[config.mk]
export PLATFORM = sky130hd
export DESIGN_NAME = dreq_detector
export DESIGN_NICKNAME = d
export VERILOG_FILES = /design/src/rtl/dreq_pkg.sv /design/src/rtl/dreq_sync.sv /design/src/rtl/dreq_detect.sv /design/src/rtl/dreq_ctrl.sv /design/src/rtl/dreq_detector.sv
export SDC_FILE = /design/constraint.sdc
export NUM_CORES = 1
export LEC_CHECK = 0
export BUFFER_PORTS_ARGS = -buffer_cell sky130_fd_sc_hd__buf_2
export CAP_MARGIN = 20
export CELL_PAD_IN_SITES_DETAIL_PLACEMENT = 1
export CELL_PAD_IN_SITES_GLOBAL_PLACEMENT = 1
export CORE_AREA = 8 8 45 47
export DETAILED_ROUTE_END_ITERATION = 16
export DIE_AREA = 0 0 53 55
export PLACE_DENSITY = 0.62
export SYNTH_ARGS = -nofsm -noshare
export SYNTH_HDL_FRONTEND = slang
export SYNTH_SLANG_ARGS = --single-unit
[constraint.sdc]
create_clock -name clk_i -period 0.9 [get_ports clk_i]
set_input_delay 0.09 -clock clk_i [delete_from_list [all_inputs] [get_ports clk_i]]
set_output_delay 0.09 -clock clk_i [all_outputs]
set_load 0.005 [all_outputs]
[src/rtl/dreq_pkg.sv]
package dreq_pkg;
  typedef enum logic [1:0] {
    ST_IDLE = 2'd0,
    ST_HOLD = 2'd1,
    ST_PEND = 2'd2,
    ST_ACK  = 2'd3
  } dreq_state_e;
endpackage

[src/rtl/dreq_sync.sv]
module dreq_sync #(
  parameter int unsigned STAGES = 2
) (
  input  logic clk_i,
  input  logic rst_ni,
  input  logic d_i,
  output logic q_o,
  output logic q_prev_o
);
  logic [STAGES-1:0] pipe_q;
  logic              prev_q;

  generate
    if (STAGES == 1) begin : g_one
      always_ff @(posedge clk_i or negedge rst_ni)
        if (!rst_ni) pipe_q <= '0;
        else         pipe_q <= d_i;
    end else begin : g_many
      always_ff @(posedge clk_i or negedge rst_ni)
        if (!rst_ni) pipe_q <= '0;
        else         pipe_q <= {pipe_q[STAGES-2:0], d_i};
    end
  endgenerate

  always_ff @(posedge clk_i or negedge rst_ni)
    if (!rst_ni) prev_q <= 1'b0;
    else         prev_q <= pipe_q[STAGES-1];

  assign q_o      = pipe_q[STAGES-1];
  assign q_prev_o = prev_q;
endmodule

[src/rtl/dreq_detect.sv]
module dreq_detect (
  input  logic cur_i,
  input  logic prev_i,
  input  logic pol_high_i,
  input  logic edge_mode_i,
  output logic hit_o
);
  logic lvl_hit, edg_hit;

  always_comb begin
    lvl_hit = pol_high_i ? cur_i : ~cur_i;
    edg_hit = pol_high_i ? (cur_i & ~prev_i) : (~cur_i & prev_i);
    hit_o   = edge_mode_i ? edg_hit : lvl_hit;
  end
endmodule

[src/rtl/dreq_ctrl.sv]
module dreq_ctrl
  import dreq_pkg::*;
#(
  parameter int unsigned HOLD_CYC = 2
) (
  input  logic clk_i,
  input  logic rst_ni,
  input  logic hit_i,
  input  logic en_ok_i,
  input  logic level_mode_i,
  input  logic overrun_i,
  input  logic start_i,
  output logic req_o,
  output logic ack_o
);
  localparam int unsigned CW = (HOLD_CYC < 2) ? 1 : $clog2(HOLD_CYC);

  dreq_state_e st_q, st_n;
  logic [CW-1:0] cnt_q, cnt_n;

  always_comb begin
    st_n  = st_q;
    cnt_n = cnt_q;
    if (!en_ok_i) begin
      st_n = ST_IDLE;
    end else begin
      unique case (st_q)
        ST_IDLE: if (hit_i) st_n = ST_PEND;
        ST_PEND: if (start_i) st_n = ST_ACK;
        ST_ACK: begin
          // exact-count level mode waits for the synchronizer to settle
          if (level_mode_i && !overrun_i) begin
            st_n  = ST_HOLD;
            cnt_n = CW'(HOLD_CYC - 1);
          end else begin
            st_n = ST_IDLE;
          end
        end
        ST_HOLD: begin
          if (cnt_q == '0) st_n = ST_IDLE;
          else             cnt_n = cnt_q - 1'b1;
        end
        default: st_n = ST_IDLE;
      endcase
    end
  end

  always_ff @(posedge clk_i or negedge rst_ni)
    if (!rst_ni) begin
      st_q  <= ST_IDLE;
      cnt_q <= '0;
    end else begin
      st_q  <= st_n;
      cnt_q <= cnt_n;
    end

  assign req_o = (st_q == ST_PEND);
  assign ack_o = (st_q == ST_ACK);
endmodule

[src/rtl/dreq_detector.sv]
module dreq_detector #(
  parameter int unsigned SYNC_STAGES = 2,
  parameter int unsigned HOLD_CYC    = SYNC_STAGES
) (
  input  logic clk_i,
  input  logic rst_ni,
  input  logic req_pin_i,
  input  logic pol_high_i,
  input  logic edge_mode_i,
  input  logic overrun_i,
  input  logic ch_en_i,
  input  logic dma_en_i,
  input  logic xfer_end_i,
  input  logic addr_err_i,
  input  logic nmi_i,
  input  logic xfer_start_i,
  output logic req_o,
  output logic ack_o
);
  logic pin_s, pin_prev, hit, en_ok;

  assign en_ok = ch_en_i & dma_en_i & ~xfer_end_i & ~addr_err_i & ~nmi_i;

  dreq_sync #(.STAGES(SYNC_STAGES)) u_sync (
    .clk_i    (clk_i),
    .rst_ni   (rst_ni),
    .d_i      (req_pin_i),
    .q_o      (pin_s),
    .q_prev_o (pin_prev)
  );

  dreq_detect u_det (
    .cur_i       (pin_s),
    .prev_i      (pin_prev),
    .pol_high_i  (pol_high_i),
    .edge_mode_i (edge_mode_i),
    .hit_o       (hit)
  );

  dreq_ctrl #(.HOLD_CYC(HOLD_CYC)) u_ctrl (
    .clk_i        (clk_i),
    .rst_ni       (rst_ni),
    .hit_i        (hit),
    .en_ok_i      (en_ok),
    .level_mode_i (~edge_mode_i),
    .overrun_i    (overrun_i),
    .start_i      (xfer_start_i),
    .req_o        (req_o),
    .ack_o        (ack_o)
  );
endmodule

# Yosys cells after proc, flatten, opt, wreduce, memory -nomap -nowiden
# Cells that the tools add are included.
# op_classes
n_addsub	1
n_eq_ne	7
n_mux	12
n_bitwise	12
n_reduce_logical	6
# ops
op	count
!= test 3 bit, second input constant	3
2-to-1 mux 2 bit	4
case mux 2 bit (4 select lines)	1
AND 1 bit	6
2-to-1 mux 1 bit	6
NOT 1 bit	6
AND reduction 3 bit	2
equality test 2 bit, second input constant	2
equality test 2 x 1 -> 1 bit, second input constant	1
zero test 2 bit	1
!= test 2 x 1 -> 1 bit, second input constant	1
case mux 1 bit (2 select lines)	1
nonzero test 2 bit	1
logical AND 1 bit	1
zero test 1 bit	1
subtractor 1 bit, second input constant	1
# totals
register_bits	6
inputBits	12
out_inout_bits	2
wordCells	42

# Logic depth before layout (Yosys ltp)
# Gate-level depths: netlist (run 1).
# logic_depth
depth_word	7
ltp_mapped	3
depth_no_buf	3

# Cells and area by module
# Synthesis (run 1) repeated with hierarchy kept, for this count alone.
# unflattened
hier_cells	25
hier_area_um2	272.8
# by_module_without_submodules
module	n_inst	cells_per_inst	area_each_um2	seq_area_each_um2
dreq_ctrl	1	15	151.4	75.1
dreq_sync	1	3	75.1	75.1
dreq_detect	1	4	26.3	0.0
dreq_detector	1	3	20.0	0.0

# Worst setup path before layout (run 1)
# No wires, ideal clock.
# synth_path
path_kind	register to register
startpoint	register u_sync.pipe_q[1]
endpoint	register u_ctrl.st_q[1]
setup_ns	0.087
t_arrival_ns	0.835
required_time_ns	0.813
setup_slack_ns	-0.022
path_stages_with_launch	4
n_path_buf	0
synth_period_minus_slack_ns	0.922
cell_sequence	dfrtp_1 -> xor2_1 -> a21o_1 -> a211oi_2
# synth_between
elab_chain_len	6
word_cells_on_any_way	8
cone_classes	eq/ne: 1; mux: 3; bitwise: 3; reduce/logical: 1
# synth_lines
item	line	source
start, declared	dreq_sync.sv:10	logic [STAGES-1:0] pipe_q;
start signal, assigned	dreq_sync.sv:21	else pipe_q <= {pipe_q[STAGES-2:0], d_i};
NOT 1 bit	dreq_detect.sv:11, dreq_detect.sv:12	
AND 1 bit	dreq_detect.sv:12	edg_hit = pol_high_i ? (cur_i & ~prev_i) : (~cur_i & prev_i);
2-to-1 mux 1 bit	dreq_detect.sv:12	
2-to-1 mux 1 bit *	dreq_detect.sv:13	hit_o = edge_mode_i ? edg_hit : lvl_hit;
!= test 3 bit (no line) *	-	
AND reduction 3 bit (no line) *	-	
end signal, assigned	dreq_ctrl.sv:53	st_q <= st_n;
end, declared	dreq_ctrl.sv:18	dreq_state_e st_q, st_n;
# Mark *: on every way between the ends. The rest lies on a longest branch, timed or not.
# A chain may end at the register's enable or synchronous reset.

# Final worst setup path (run 1)
# layout_path
startpoint	register u_ctrl.st_q[0]
endpoint	output port ack_o
# layout_between
elab_chain_len	1
# layout_lines
item	line	source
equality test 2 bit	dreq_ctrl.sv:58	assign ack_o = (st_q == ST_ACK);
end, declared	dreq_detector.sv:18	output logic ack_o
# Every way passes these cells.

==> results.yml, run 1 <==
placed_design:
  placed_cells_incl_taps: 52
  place.gp.congestion: 0.6362
  pre_cts_slack_ns: -0.07766
  dpl_cell_area_um2: 366.6
  io_buffers: 13
  place_hpwl_um: 548.2
cells_and_area:
  layoutNonFillerInstCount: 60
  layout_common_cells: "13 x buf_2, 5 x dfrtp_1, 4 x buf_4"
  area_growth_pct: 66.21
  final_cell_area_um2: 455.4
  final_layout_size_suffix_gt1_frac: 0.6364
  final-seq-area_um2: 151.4
  final_nets: 58
  antennaDiodeCount: 0
  finalCoreUtilization: 0.3291
  mostFrequentLayoutCell: "buf_2"
  fillCellCount: 163
  multiInputGateArea_um2: 142.6
worst_setup_path:
  timing.critical_path.from_type: "flip-flop"
  required_ns: 0.81
  timing_worst_setup_path_type: "reg2out"
  end_kind: "primary output"
  r2r_setup_slack_ns: -0.05
  critical_path.max_fanout: 4
  critical_path_arrival_ns: 0.92
power:
  p_int_uw: 469.4
  power.sequential.fraction: 0.470
  power_density_nw_per_um2: 1316
  static-leakage-power_nw: 0.2109
  combinational_share_of_power: 0.123
  vdd.ir_drop.worst_mv: 0.7264
  clock_power_share: 0.407
  netSwitchingPower_uw: 130.0
  power_switching_share: 0.2168
die:
  core-area_um2: 1384
  placementRows: 14
  floorplan.die_area_um2: 2915
  floorplan.die.width_um: 53
  design.portCount: 14
  initial_core_util: 0.1980
  die_height_um: 55
timing:
  maxClockFrequency_mhz: 988.3
  hold_viol_final: 0
  max_slew_margin: 0.7819
  report.final.setup_viol: 5
  post-route-min-period_ns: 1.012
  final_clock_skew_ns: 0.004815
  hold_ws_ns: 0.1174
  setup_repair_after_global_routing_missed_its_margin: "true"
  drv_slew: 0
  transition_time_at_the_pin_with_the_least_slew_margin_ns: 0.3257
  post-route-period-util: 1.124
  finalWorstSetupSlack_ns: -0.1118
routing:
  detailedRoute.firstPassIterationCount: 1
  vias_per_cell: 4.283
  avgRoutedWirePerCell_um: 13.53
  residual_drc_count: 0
  detail-route-antenna-nets: 0
  detailedRoute.firstIterationViolations: 0
  routed-via-count: 257
  route.final.wire_length_um: 812
logic_synthesis:
  portion_of_the_post_synthesis_area_used_by_sequential_elements: 0.5479
  postSynthCellCount: 22
  ys_types: 15
  synth_seq_cells: 6
  syn_area_um2: 274.0
  synth_fp_nets: 34
  synth.avg_cell_area_um2: 12.46
  synth.yosys.warnings: 0
run_status:
  status: "finished with violations"
  violations: "setup timing"
clocking:
  clock_tree_from_tritoncts: "done"
  cts_root_buffer: "clkbuf_4"
  clk-insertion-delay-late_ns: 0.24
  cts_inserted_buffers: 3
  clock-sinks: 6
  cts.path.max_buffers: 2
  clk_pin_slew_ns: 0.05
  cts_max_level: 1
grt:
  global_route_wire_length_before_repair_um: 1152
  antenna_found_initial: 0
  first_global_vias: 278
  grt-ovfl-total: 0
  grt_resource_usage_total: 0.05482
  pin_count_of_the_biggest_net_entering_global_routing: 7
hold_path:
  worstHoldPathType: "in2reg"
run:
  maximum_capacitance_violations: 0
cells by family after synthesis:
family | after synthesis | synth area share
buffers and inverters | 1 | 0.01369
and+or+nand+nor | 7 | 0.1918
AOI/OAI and AO/OA | 6 | 0.1827
xor gates and xnor gates | 2 | 0.06394
DFF | 6 | 0.5479
critical path, stage by stage, from the launching register on:
cell     delay, ns
dfrtp_2       0.42
and2_1        0.14
buf_2         0.12
metal layers:
metal  part of all wire  GRT usage  vias to the layer above
met2               0.49    0.08594                       16
met4                  0    0.01293                        0
met5                  0          0                        -
met1               0.36    0.05215                      117
met3               0.15    0.05080                        0
li1                   -          -                      124
cells in the mapped netlist (all sizes together):
cell    n  area, um^2
inv     1       3.750
xnor2   1       8.760
xor2    1       8.760
nor2    2       7.510
nor2b   1       6.260
dfrtp   6       150.1
nor4b   1       23.77
a21o    1       7.510
nand2   1       3.750
a21oi   1       5.000
a41oi   2       17.52
nor3    1       5.000
a211oi  2       20.02
and2    1       6.260
power by group through the flow:
stage                     combinational (mW)  clock [mW]  sequential, mW
after floorplan                       0.0216           0           0.285
after global placement                0.0580           0           0.286
after detailed placement              0.0597           0           0.286
after CTS                             0.0694       0.260           0.282
after global routing                  0.0811       0.278           0.282
final                                 0.0737       0.244           0.282
sequential cells by signal, summed over array words and instances (netlist names):
signal           count
u_ctrl.st_q          2
u_sync.pipe_q        2
u_ctrl.cnt_q         1
u_sync.q_prev_o      1
area by class of cell:
| type | count | share of cell area |
|---|---|---|
| clock buffer | 3 | 0.04945 |
| sequential | 6 | 0.3324 |
| inverter | 1 | 0.008242 |
| tap | 16 | 0.04396 |
| timing repair buffer | 19 | 0.2527 |
| multi-input combinational | 15 | 0.3132 |
repair_timing:
item / in CTS / in global routing
cloned: 0 / 0
gates resized for setup: 4 / 2
pin swaps: 1 / 2
endpoints found under the hold margin: 7 / 0
endpoints found under the setup margin: 4 / 5
hold buffers: 2 / 0
buffers inserted: 2 / 1
path summary, 6_finish.rpt:
kind / from / endpoint / depth (start not counted)
min in group asynchronous: rst_ni / u_ctrl.cnt_q / 2
max in group asynchronous: rst_ni / u_ctrl.st_q[0] / 2
max reg2reg: u_sync.pipe_q[1] / u_ctrl.st_q[1] / 3
min reg2reg: u_sync.pipe_q[0] / u_sync.pipe_q[1] / 0
min: dma_en_i / u_ctrl.cnt_q / 2
max: u_ctrl.st_q[0] / ack_o / 2
through the flow:
step           setup TNS, ns  total power, mW
2_1_floorplan              0           0.3064
3_3_place_gp         -0.1378           0.3437
3_5_place_dp         -0.2058           0.3453
4_1_cts              -0.2853           0.6106
5_1_grt              -0.5071           0.6412
6_report             -0.3068           0.5994
(Power assumes the default switching activity.)
==> inputs of run 2 (changes only) <==
--- a/config.mk
+++ b/config.mk
@@ -6,7 +6,6 @@
 export NUM_CORES = 1
 export LEC_CHECK = 0
 export BUFFER_PORTS_ARGS = -buffer_cell sky130_fd_sc_hd__buf_2
-export CAP_MARGIN = 20
 export CELL_PAD_IN_SITES_DETAIL_PLACEMENT = 1
 export CELL_PAD_IN_SITES_GLOBAL_PLACEMENT = 1
 export CORE_AREA = 8 8 45 47
==> constraint.sdc (replaced) <==
create_clock -name clk_i -period 0.8 [get_ports clk_i]
set_input_delay 0.08 -clock clk_i [delete_from_list [all_inputs] [get_ports clk_i]]
set_output_delay 0.08 -clock clk_i [all_outputs]
set_load 0.005 [all_outputs]
==> results.yml, run 2 (synthesis gave the netlist of run 1 again) <==
cells_and_area:
  layout_common_cells: "12 x buf_2, 6 x buf_6, 5 x buf_4, 5 x dfrtp_1, 3 x clkbuf_4"
  area_growth_pct: 95.89
  antennaDiodeCount: 0
  final_nets: 64
  final_cell_area_um2: 536.8
  final_layout_size_suffix_gt1_frac: 0.7400
  finalCoreUtilization: 0.3879
  mostFrequentLayoutCell: "buf_2"
  layout_top_registers: "u_ctrl.st_q (2), u_sync.pipe_q (2)"
worst_setup_path:
  critical_path_arrival_ns: 0.98
  required_ns: 0.72
  critical_path.max_fanout: 2
  end_kind: "primary output"
  timing.critical_path.from_type: "flip-flop"
  timing_worst_setup_path_type: "reg2out"
die:
  initial_core_util: 0.1980
  placementRows: 14
  floorplan.die_area_um2: 2915
  die_height_um: 55
  core-area_um2: 1384
  floorplan.die.width_um: 53
  design.portCount: 14
routing:
  vias_per_cell: 4.288
  detailedRoute.firstIterationViolations: 1
  avgRoutedWirePerCell_um: 13.09
  detailedRoute.firstPassIterationCount: 3
  route.final.wire_length_um: 864
  residual_drc_count: 0
  detail-route-antenna-nets: 0
  routed-via-count: 283
run_status:
  violations: "setup timing"
  status: "finished with violations"
timing:
  drv_slew: 0
  hold_ws_ns: 0.08161
  hold_viol_final: 0
  report.final.setup_viol: 5
  transition_time_at_the_pin_with_the_least_slew_margin_ns: 0.3055
  post-route-period-util: 1.329
  maxClockFrequency_mhz: 940.7
  setup_repair_after_global_routing_missed_its_margin: "true"
  max_slew_margin: 0.7954
  final_clock_skew_ns: 0.007015
  finalWorstSetupSlack_ns: -0.2631
  post-route-min-period_ns: 1.063
hold_path:
  worstHoldPathType: "in2reg"
run:
  maximum_capacitance_violations: 0
placed_design:
  place_hpwl_um: 556.4
  io_buffers: 13
  pre_cts_slack_ns: -0.2016
  place.gp.congestion: 0.6371
  dpl_cell_area_um2: 396.6
power:
  totalPowerFinal_uw: 680.1
  power_density_nw_per_um2: 1267
  static-leakage-power_nw: 0.2523
  vdd.ir_drop.worst_mv: 0.6591
clocking:
  clock-sinks: 6
  clock_tree_from_tritoncts: "done"
  cts_root_buffer: "clkbuf_4"
  clk-insertion-delay-late_ns: 0.24
  cts.path.max_buffers: 2
  cts_max_level: 1
  clk_pin_slew_ns: 0.05
  cts_inserted_buffers: 3
grt:
  first_global_vias: 276
  pin_count_of_the_biggest_net_entering_global_routing: 9
  global_route_wire_length_before_repair_um: 1207
  grt-ovfl-total: 0
  grt_resource_usage_total: 0.05866
  antenna_found_initial: 0
==> run 2: power breakdown <==
group          internal, mW  switching (mW)
logic                0.0500          0.0369
registers             0.313         0.00418
clock network         0.170           0.107
==> run 2: worst max-delay path, cell delays in order (launching register included) <==
cell and delay, ns:
dfrtp_1 0.39, buf_6 0.12, and2_4 0.12, buf_6 0.10
==> run 2: final cells by class <==
type                            count  area, um^2
Tap cell                           16       20.02
Fill cell                         152       847.1
Multi-Input combinational cell     15       153.9
Inverter                            1       3.754
Clock buffer                        3       22.52
Timing Repair Buffer               25       185.2
Sequential cell                     6       151.4
==> run 2: layer usage <==
metal  GRT usage  share of wire  wire length [um]  vias up
met4     0.02586         0.0069                 6        0
met2     0.08203           0.52               447       11
met5           0              0                 0        -
li1            -              -                 -      139
met3     0.04278           0.11                93        2
met1     0.06595           0.37               316      131
==> run 2: repair_timing <==
| item | 4_1_cts | 5_1_grt |
|---|---|---|
| gates resized for setup | 6 | 8 |
| hold buffers | 2 | 0 |
| endpoints found under the hold margin | 7 | 0 |
| pin swaps | 2 | 2 |
| endpoints found under the setup margin | 5 | 5 |
| buffers inserted | 3 | 3 |
==> run 2: final timing paths <==
kind / from / cells after the start / slack [ns] / endpoint
max in group asynchronous: rst_ni / 2 / 0.45 / u_ctrl.st_q[0]
setup reg to reg: u_ctrl.st_q[0] / 4 / -0.23 / u_ctrl.st_q[0]
min in group asynchronous: rst_ni / 2 / 0.18 / u_ctrl.st_q[1]
hold / removal: dma_en_i / 2 / 0.08 / u_ctrl.cnt_q
setup / recovery: u_ctrl.st_q[1] / 3 / -0.26 / ack_o
hold reg to reg: u_sync.pipe_q[0] / 0 / 0.34 / u_sync.pipe_q[1]
==> run 2: metrics by stage <==
| step | cells | TNS [ns] |
|---|---|---|
| after global routing | 66 | -1.172 |
| after global placement | 55 | -0.5654 |
| after floorplan | 22 | -0.1222 |
| after detailed placement | 55 | -0.5654 |
| final | 66 | -0.9586 |
| after CTS | 63 | -0.8429 |
==> inputs of run 3 (changes only) <==
--- a/config.mk
+++ b/config.mk
@@ -12,6 +12,7 @@
 export DETAILED_ROUTE_END_ITERATION = 16
 export DIE_AREA = 0 0 53 55
 export PLACE_DENSITY = 0.62
+export SKIP_LAST_GASP = 1
 export SYNTH_ARGS = -nofsm -noshare
 export SYNTH_HDL_FRONTEND = slang
 export SYNTH_SLANG_ARGS = --single-unit
==> results.yml, run 3 (synthesis gave the netlist of run 1 again) <==
run_status:
  status: "finished with violations"
  violations: "setup timing"
cells_and_area:
  mostFrequentLayoutCell: "buf_2"
  layout_top_registers: "u_ctrl.st_q (2), u_sync.pipe_q (2)"
  layoutNonFillerInstCount: 64
  layout_common_cells: "12 x buf_2, 6 x buf_4, 5 x dfrtp_1"
  final_nets: 62
  antennaDiodeCount: 0
  area_growth_pct: 83.56
  final_layout_size_suffix_gt1_frac: 0.7083
  final_cell_area_um2: 503.0
die:
  die_height_um: 55
  initial_core_util: 0.1980
  core-area_um2: 1384
  floorplan.die.width_um: 53
  floorplan.die_area_um2: 2915
  placementRows: 14
  design.portCount: 14
routing:
  routed-via-count: 281
  vias_per_cell: 4.391
  detailedRoute.firstPassIterationCount: 2
  detailedRoute.firstIterationViolations: 1
  wl_met2_um: 383
  highest-signal-layer: "met4"
  residual_drc_count: 0
  detail-route-antenna-nets: 0
  detailroute.wirelength.met3_um: 93
  route.final.wire_length_um: 799
  avgRoutedWirePerCell_um: 12.48
  route.layer.met1.wl_um: 315
grt:
  grt-ovfl-total: 0
  pin_count_of_the_biggest_net_entering_global_routing: 9
  first_global_vias: 276
  antenna_found_initial: 0
  grt_resource_usage_total: 0.05866
  global_route_wire_length_before_repair_um: 1207
worst_setup_path:
  end_kind: "primary output"
  cp_slowest_cell: "dfrtp_2"
  timing.critical_path.max_delay_family: "flip-flops"
  cpPeakStageDelay_ns: 0.47
  timing.critical_path.from_type: "flip-flop"
  timing_worst_setup_path_type: "reg2out"
  count_of_buffer_and_inverter_cells_on_the_critical_path: 1
  critical_path.max_fanout: 8
  critical_path_arrival_ns: 0.99
  worstPathCellList: "and2_4, buf_6"
  required_ns: 0.72
timing:
  max_slew_margin: 0.8173
  transition_time_at_the_pin_with_the_least_slew_margin_ns: 0.2729
  hold_viol_final: 0
  post-route-period-util: 1.342
  finalWorstSetupSlack_ns: -0.2738
  setup_repair_after_global_routing_missed_its_margin: "true"
  post-route-min-period_ns: 1.074
  report.final.setup_viol: 5
  final_clock_skew_ns: 0.005044
  drv_slew: 0
  hold_ws_ns: 0.08478
  maxClockFrequency_mhz: 931.3
clocking:
  cts.path.max_buffers: 2
  clock-sinks: 6
  cts_max_level: 1
  clk-insertion-delay-late_ns: 0.24
  clk_pin_slew_ns: 0.05
  clock_tree_from_tritoncts: "done"
  cts_inserted_buffers: 3
  cts_root_buffer: "clkbuf_4"
placed_design:
  place.gp.congestion: 0.6371
  placed_cells_incl_taps: 55
  dpl_cell_area_um2: 396.6
  place_hpwl_um: 556.4
  io_buffers: 13
  pre_cts_slack_ns: -0.2016
power:
  static-leakage-power_nw: 0.2358
  totalPowerFinal_uw: 678.5
  power_density_nw_per_um2: 1349
  vdd.ir_drop.worst_mv: 0.6571
run:
  maximum_capacitance_violations: 0
hold_path:
  worstHoldPathType: "in2reg"
run 3: cell count changes in the layout (fill, tap and decap cells not counted), sizes merged:
cell  before  now
buf       23   21
run 3: worst register-to-register path, cell delays in order, from the launching register on:
cell and delay, ns:
dfrtp_1 0.39, xor2_1 0.14, a21o_1 0.16, a211oi_2 0.20
run 3: power breakdown:
part,internal (mW),switching (mW)
clock,0.169,0.103
combinational,0.0520,0.0371
sequential,0.313,0.00406
run 3: layout make-up:
class | count | area (um^2)
clock buffers | 3 | 22.52
fillers | 153 | 880.8
well taps | 16 | 20.02
multi-input cells | 15 | 146.4
inverters | 1 | 3.754
repair buffers | 23 | 158.9
flip-flops and latches | 6 | 151.4
run 3: path summary, 6_finish.rpt:
check	start	cells past startpoint	slack, ns	to
max in group asynchronous	rst_ni	2	0.45	u_ctrl.st_q[0]
max reg2reg	u_sync.pipe_q[1]	3	-0.18	u_ctrl.st_q[1]
max	u_ctrl.st_q[0]	2	-0.27	ack_o
min in group asynchronous	rst_ni	2	0.18	u_ctrl.st_q[1]
min	dma_en_i	2	0.08	u_ctrl.cnt_q
min reg2reg	u_sync.pipe_q[0]	0	0.34	u_sync.pipe_q[1]
run 3: timing repair:
action                                  in CTS  in global routing
hold buffers                                 2                  0
endpoints found under the hold margin        7                  0
buffers inserted                             3                  1
gates resized for setup                      5                  5
pin swaps                                    1                  4
endpoints found under the setup margin       5                  5
cloned                                       0                  0
run 3: metal layers:
layer / track usage / vias to the layer above
li1: - / 134
met1: 0.06595 / 134
met2: 0.08203 / 11
met3: 0.04278 / 2
met4: 0.02586 / 0
met5: 0 / -
run 3: per-stage QoR:
| step | util | setup TNS, ns |
|---|---|---|
| final | 0.3635 | -0.8588 |
| after global routing | 0.3635 | -1.114 |
| after CTS | 0.3427 | -0.8646 |
| after detailed placement | 0.2866 | -0.5654 |
| after global placement | 0.2866 | -0.5654 |
| after floorplan | - | -0.1222 |
